`src/rtl/audio_regs_pkg.sv`:
```
package audio_regs_pkg;
  parameter int DATA_W = 32;
  parameter int ADDR_W = 5;

  localparam int ALIAS_LSB = 2;
  localparam int REG_BIT   = 4;
  localparam int FLAG_N    = 2;

  // control field positions
  localparam int BIT_RUN   = 0;
  localparam int BIT_EN    = 20;
  localparam int BIT_GATE  = 30;
  localparam int BIT_SRST  = 31;

  // status positions
  localparam int BIT_BUSY  = 0;
  localparam int FLAG_BASE = 4;

  localparam logic [DATA_W-1:0] CTRL_MASK = 32'hC017_3F7F;
  localparam logic [DATA_W-1:0] CTRL_RST  = 32'hC000_0000;

  typedef enum logic [1:0] {
    VIEW_PLAIN = 2'd0,
    VIEW_SET   = 2'd1,
    VIEW_CLR   = 2'd2,
    VIEW_NONE  = 2'd3
  } regView_e;

  typedef enum logic [1:0] {
    RD_NONE = 2'd0,
    RD_CTRL = 2'd1,
    RD_STAT = 2'd2
  } rdSel_e;

  typedef struct packed {
    logic ctrlPlain;
    logic ctrlSet;
    logic ctrlClr;
    logic statClr;
  } regStrobes_t;
endpackage

```
`src/rtl/audio_regs_decode.sv`:
```
module audio_regs_decode
  import audio_regs_pkg::*;
(
  input  logic              busSel,
  input  logic              busWr,
  input  logic [ADDR_W-1:0] busAddr,
  output regStrobes_t       stb,
  output rdSel_e            rdSel
);
  logic     addrOk;
  logic     upperZero;
  regView_e view;
  logic     isStat;

  generate
    if (ADDR_W > REG_BIT + 1) begin : g_upper
      assign upperZero = (busAddr[ADDR_W-1:REG_BIT+1] == '0);
    end else begin : g_noUpper
      assign upperZero = 1'b1;
    end
  endgenerate

  assign view   = regView_e'(busAddr[ALIAS_LSB +: 2]);
  assign isStat = busAddr[REG_BIT];
  assign addrOk = upperZero && (busAddr[ALIAS_LSB-1:0] == '0) && (view != VIEW_NONE);

  always_comb begin
    stb = '0;
    if (busSel && busWr && addrOk) begin
      if (!isStat) begin
        stb.ctrlPlain = (view == VIEW_PLAIN);
        stb.ctrlSet   = (view == VIEW_SET);
        stb.ctrlClr   = (view == VIEW_CLR);
      end else begin
        stb.statClr   = (view == VIEW_CLR);
      end
    end
  end

  always_comb begin
    if (!addrOk)     rdSel = RD_NONE;
    else if (isStat) rdSel = RD_STAT;
    else             rdSel = RD_CTRL;
  end
endmodule

```
`src/rtl/audio_regs_datapath.sv`:
```
module audio_regs_datapath
  import audio_regs_pkg::*;
(
  input  logic              clk,
  input  logic              rstN,
  input  regStrobes_t       stb,
  input  logic [DATA_W-1:0] wdata,
  input  logic              busyIn,
  input  logic [FLAG_N-1:0] flagEv,
  output logic [DATA_W-1:0] ctrlQ,
  output logic [DATA_W-1:0] statQ,
  output logic              irqQ
);
  logic [DATA_W-1:0] ctrlNext;
  logic [FLAG_N-1:0] flagQ;
  logic              busyQ;
  logic              softRst;

  assign softRst = ctrlQ[BIT_SRST];

  always_comb begin
    ctrlNext = ctrlQ;
    if (stb.ctrlPlain)    ctrlNext = wdata & CTRL_MASK;
    else if (stb.ctrlSet) ctrlNext = (ctrlQ | wdata) & CTRL_MASK;
    else if (stb.ctrlClr) ctrlNext = ctrlQ & ~wdata;
  end

  always_ff @(posedge clk or negedge rstN) begin
    if (!rstN) ctrlQ <= CTRL_RST;
    else       ctrlQ <= ctrlNext;
  end

  genvar g;
  generate
    for (g = 0; g < FLAG_N; g++) begin : g_flag
      always_ff @(posedge clk or negedge rstN) begin
        if (!rstN)                                     flagQ[g] <= 1'b0;
        else if (softRst)                              flagQ[g] <= 1'b0;
        else if (flagEv[g])                            flagQ[g] <= 1'b1;
        else if (stb.statClr && wdata[FLAG_BASE + g])  flagQ[g] <= 1'b0;
      end
    end
  endgenerate

  always_ff @(posedge clk or negedge rstN) begin
    if (!rstN) begin
      busyQ <= 1'b0;
      irqQ  <= 1'b0;
    end else begin
      busyQ <= busyIn && !softRst;
      irqQ  <= ctrlQ[BIT_EN] && (|flagQ);
    end
  end

  always_comb begin
    statQ = '0;
    statQ[BIT_BUSY] = busyQ;
    statQ[FLAG_BASE +: FLAG_N] = flagQ;
  end
endmodule

```
`src/rtl/audio_ctl_regs.sv`:
```
module audio_ctl_regs
  import audio_regs_pkg::*;
(
  input  logic              clk,
  input  logic              rstN,
  input  logic              busSel,
  input  logic              busWr,
  input  logic [ADDR_W-1:0] busAddr,
  input  logic [DATA_W-1:0] busWdata,
  output logic [DATA_W-1:0] busRdata,
  input  logic              busyIn,
  input  logic              underflowEv,
  input  logic              overflowEv,
  output logic [DATA_W-1:0] ctrlOut,
  output logic              irq
);
  regStrobes_t       stb;
  rdSel_e            rdSel;
  logic [DATA_W-1:0] statusWord;

  audio_regs_decode u_decode (
    .busSel (busSel),
    .busWr  (busWr),
    .busAddr(busAddr),
    .stb    (stb),
    .rdSel  (rdSel)
  );

  audio_regs_datapath u_datapath (
    .clk   (clk),
    .rstN  (rstN),
    .stb   (stb),
    .wdata (busWdata),
    .busyIn(busyIn),
    .flagEv({overflowEv, underflowEv}),
    .ctrlQ (ctrlOut),
    .statQ (statusWord),
    .irqQ  (irq)
  );

  always_comb begin
    case (rdSel)
      RD_CTRL: busRdata = ctrlOut;
      RD_STAT: busRdata = statusWord;
      default: busRdata = '0;
    endcase
  end
endmodule

```
`config.mk`:
```
export PLATFORM = sky130hd
export DESIGN_NAME = audio_ctl_regs
export DESIGN_NICKNAME = d
export VERILOG_FILES = /design/src/rtl/audio_regs_pkg.sv /design/src/rtl/audio_regs_decode.sv /design/src/rtl/audio_regs_datapath.sv /design/src/rtl/audio_ctl_regs.sv
export SDC_FILE = /design/constraint.sdc
export NUM_CORES = 1
export LEC_CHECK = 0
export BUFFER_PORTS_ARGS = -buffer_cell sky130_fd_sc_hd__buf_2
export CAP_MARGIN = 30
export CORE_MARGIN = 3
export CORE_UTILIZATION = 25
export DETAILED_ROUTE_END_ITERATION = 10
export PLACE_DENSITY_LB_ADDON = 0.05
export SETUP_SLACK_MARGIN = 0.5
export SLEW_MARGIN = 20
export SYNTH_ARGS = -nofsm -noshare
export SYNTH_HDL_FRONTEND = slang
export SYNTH_SLANG_ARGS = --single-unit
```
`constraint.sdc`:
```
create_clock -name clk -period 1.45 [get_ports clk]
set_input_delay 0.0725 -clock clk [delete_from_list [all_inputs] [get_ports clk]]
set_output_delay 0.0725 -clock clk [all_outputs]
set_load 0.02 [all_outputs]
```
* Yosys cells after proc, flatten, opt, wreduce, memory -nomap -nowiden *
Index checks and enable logic that the tools add are counted.

cells by class
  equality and inequality tests = 5
  mux-type cells = 15
  bitwise operators = 3
  reductions and logical operators = 14

operator list
  cell                  count
  $mux W32              3
  $pmux W32 S2          1
  $and A32 B32 Y32      1
  $not A32 Y32          1
  $or A32 B32 Y32       1
  $reduce_bool A3 Y1    3
  $logic_and A1 B1 Y1   7
  $mux W1               7
  $eq A2 B1 Y1 const B  2
  $eq A2 B2 Y1 const B  2
  $logic_not A2 Y1      2
  $mux W2               2
  $mux W4               1
  $mux W3               1
  $ne A2 B2 Y1 const B  1
  $reduce_or A2 Y1      1
  $logic_not A1 Y1      1

storage, ports and cells
  flip-flop bits (word level) = 36
  bits of input ports = 44
  output and inout port bits = 65
  word-level logic and storage cells = 42

* Longest topological paths before layout *
  depth after elaboration = 8
  depth in mapped cells = 5
  mapped depth without buffers = 3

* Hierarchy *
Synthesis repeated with hierarchy kept, for this count alone.

second synthesis, totals
  cells, all modules = 234
  area, all modules = 2204.6 um2

modules (own cells, without submodules)
  module               times used  cells an instance  area each (um2)
  audio_regs_datapath  1           149                1634.1
  audio_ctl_regs       1           77                 489.2
  audio_regs_decode    1           8                  81.3

* Worst setup path after synthesis *
No wires, ideal clock.

  kind = input to register
  start = in busAddr[3]
  end = reg with a tool-made name
  setup time = 66 ps
  data arrival time = 1318 ps
  required time = 1384 ps
  slack = 66 ps
  stages on the path = 5
  path buffers = 2
  cells stage by stage = buf_6 -> a2111oi_4 -> nor3b_4 -> buf_6 -> a22o_1

RTL lines
  what                RTL line             text
  start: declaration  audio_ctl_regs.sv:8  input logic [ADDR_W-1:0] busAddr,

* Worst setup path in the final report *
  start = in busAddr[2]
  end = out busRdata[24]

on the way
  cells in the longest elaborated chain, start to end = 5
  elaborated cells on any way between the ends = 6

RTL lines
  what                                                 RTL line                 text
  $ne A2 B2 Y1 *                                       audio_regs_decode.sv:25  assign addrOk = upperZero && (busAddr[ALIAS_LSB-1:0] == '0) && (view != VIEW_NONE);
  $logic_and A1 B1 Y1 *                                audio_regs_decode.sv:25
  $mux W2 *                                            audio_regs_decode.sv:41  if (!addrOk) rdSel = RD_NONE;
  $eq A2 B2 Y1 / $eq A2 B1 Y1 (equally long branches)  audio_ctl_regs.sv:42     case (rdSel)
  $pmux W32 S2 *                                       audio_ctl_regs.sv:42
  end: declaration                                     audio_ctl_regs.sv:10     output logic [DATA_W-1:0] busRdata,

Mark *: on every way between the ends. The rest lies on a longest branch, timed or not.

==> flow_summary_export.csv <==
group,metric,value,unit
critical_path,path_class,"input pin to output pin",
power,pwr-share-seq,45.4,%
sta,finalCriticalPeriod,1.29,ns
critical_path,start_kind,"input pin",
power,switching_share,29.5,%
die,dieWidth,91.0,µm
die,core_area,6910,µm²
synth,yosysUniqueCellTypes,21,
flow_run,maxCapViolCount,0,
critical_path,crit_required,1.38,ns
sta,fin_skew,0.00148,ns
synth,synth_top_family_by_area,"compound AO/OA/AOI/OAI gates",
global_route,grt-ovfl-total,0,
clocking,numCtsBuffers,5,
place,place_area,2570,µm²
place,dp.cells,368,
detailed_routing,wl_per_cell,15.5,µm
place,gp_congestion,0.690,
layout,layout_common_cells,"65 x buf_2, 34 x dfrtp_1, 34 x buf_4, 30 x buf_6, 22 x a22o_1",
synth,avgSynthCellArea,11.2,µm²
global_route,grt_pass1_vias,1794,
power,total_power,2680,µW
detailed_routing,via_per_inst,4.63,
die,num_rows,30,
sta,rsz0062_at_grt,"true",
sta,drv_slew,0,
critical_path,end_kind,"output pin",
detailed_routing,routed_wl,6160,µm
hold_path,hold_class,"input pin to flop",
global_route,track_usage,14.2,%
global_route,antenna_found_initial,0,
clocking,cts_tree,"built",
sta,finalHoldViolations,0,
detailed_routing,num_vias,1838,
clocking,cts.reportedPaths.clkPinSlew,0.07,ns
synth,yosysSeqAreaShare,50.0,%
critical_path,crit_arrival,1.21,ns
synth,syn-instance-count,162,
layout,register_area,903,µm²
layout,mostFrequentLayoutCell,"buf_2",
clocking,cts_max_level,2,
layout,fillers,663,
die,chipHeight,91.0,µm
clocking,insertion_delay,0.28,ns
synth,synth_area,1810,µm²
die,die_area,8280,µm²
sta,worstMarginPinSlew,0.474,ns
synth,synth_xor_area_share,0,%
clocking,clockBufferDepth,2,
clocking,cts-root-buf,"clkbuf_8",
layout,areaGrowthSynthToFinish,80.0,%
layout,final_cells,397,
sta,max_slew_margin,68.4,%
power,p_per_area,823,nW/µm²
critical_path,cp_max_fo,6,
sta,fmax,777,MHz
detailed_routing,drt_iter0_drc,54,
power,combPwrFrac,27.5,%
synth,synth_compound_area_share,27.4,%
power,pwr-share-clk,27.1,%
detailed_routing,drc,0,
synth,synth_mux_area_share,0,%
die,start_util,26.2,%
synth,yosys.area_share.adder,0,%
synth,synth_simple_gate_area_share,18.7,%
sta,setup_viol,0,
outcome,status,"finished clean",
global_route,grt_pass1_wl,9440,µm
layout,design_area,3250,µm²
synth,yosys_register_bits,36,
power,p_switching,791,µW
place,dp.final_hpwl,3840,µm
layout,multi_input_area,931,µm²
power,ir_worst_vdd,0.447,mV
detailed_routing,ant_nets,0,
synth,synth_nets,206,
clocking,cts_num_sinks,36,
layout,nets,344,
synth,yosys_warnings,0,
layout,drive_above_1_share,59.8,%
sta,tns,0,ns
sta,period_share,88.7,%
die,io-pin-count,109,
place,portBuffers,108,
layout,n_antenna_cell,0,
detailed_routing,first_pass_iters,4,
power,leakagePower,0.00162,µW
global_route,grt_max_degree,37,
power,intPower,1890,µW
-- power groups by stage --
stage / registers, µW / logic (µW) / clock network [µW]
2_1_floorplan: 1330 / 188 / 0
3_3_place_gp: 1240 / 561 / 0
3_5_place_dp: 1230 / 562 / 0
4_1_cts: 1210 / 649 / 763
5_1_grt: 1230 / 792 / 792
6_report: 1220 / 737 / 725
-- synthesized netlist by cell type --
| master | number | share of area [%] |
|---|---|---|
| a2111oi_0 | 1 | 0.48 |
| a2111oi_4 | 1 | 1.5 |
| a21boi_0 | 13 | 5.4 |
| a22o_1 | 22 | 11 |
| a311oi_1 | 2 | 0.97 |
| and2_1 | 31 | 11 |
| buf_6 | 2 | 1.2 |
| clkbuf_1 | 10 | 2.1 |
| dfrtp_1 | 34 | 47 |
| dfstp_2 | 2 | 2.9 |
| inv_1 | 3 | 0.62 |
| nand2_1 | 1 | 0.21 |
| nand2b_1 | 13 | 4.5 |
| nor2_1 | 2 | 0.42 |
| nor2b_1 | 1 | 0.35 |
| nor3_1 | 1 | 0.28 |
| nor3_2 | 1 | 0.55 |
| nor3b_4 | 1 | 1.0 |
| o211ai_1 | 19 | 7.9 |
| o21a_1 | 1 | 0.42 |
| or4bb_1 | 1 | 0.62 |
-- per-stage QoR --
stage               utilization, %  hold slack, ns  setup slack (ns)
floorplan                        -          -0.223            0.0724
global placement              37.2           0.152            0.0503
detailed placement            37.2           0.149            0.0234
CTS                           43.5         0.00403             0.162
global route                  47.1          0.0157             0.122
finish                        47.1          0.0117             0.164
-- worst max-delay path: stages --
cell and delay (ns):
buf_8 0.10, a2111oi_4 0.36, buf_4 0.20, buf_6 0.11, buf_6 0.12, and2_4 0.14, buf_6 0.11
-- cell type report --
class | instances | area share, %
clock buffer | 8 | 2.77
inverter | 3 | 0.346
multi-input combinational | 111 | 28.6
sequential | 36 | 27.8
tap | 96 | 3.69
timing repair buffer | 143 | 36.8
-- kinds of logic (layout without fill, tap and decap cells) --
| family | count (synthesis) | count (layout) |
|---|---|---|
| compound gates | 59 | 59 |
| simple gates | 52 | 52 |
| flops | 36 | 36 |
| buf+inv | 15 | 154 |
-- path summary, 6_finish.rpt --
check / startpoint / end / slack (ns) / depth (start not counted)
max in group asynchronous: rstN / asynchronous set/reset pin / 0.72 / 3
min: busWdata[4] / u_datapath.statQ[4] / 0.01 / 2
min in group asynchronous: rstN / u_datapath.ctrlQ[29] / 0.37 / 3
max: busAddr[2] / busRdata[24] / 0.16 / 7
max reg2reg: flop / flop / 0.50 / 3
min reg2reg: flop / flop / 0.52 / 1
-- timing repair --
action                                 CTS  global route
pin swaps                                8             7
endpoints found under the hold margin   35             0
resized for setup                       57            66
gates cloned                             4             1
setup endpoints to repair               69            80
hold buffers                             2             0
buffers inserted                         8             6
-- metal layers --
metal | GRT usage (%) | part of all wire, %
met4 | 3.39 | 0.73
met5 | 0 | 0
met3 | 3.81 | 6.1
met2 | 24.1 | 50
met1 | 17.8 | 43
(Power assumes the default switching activity.)
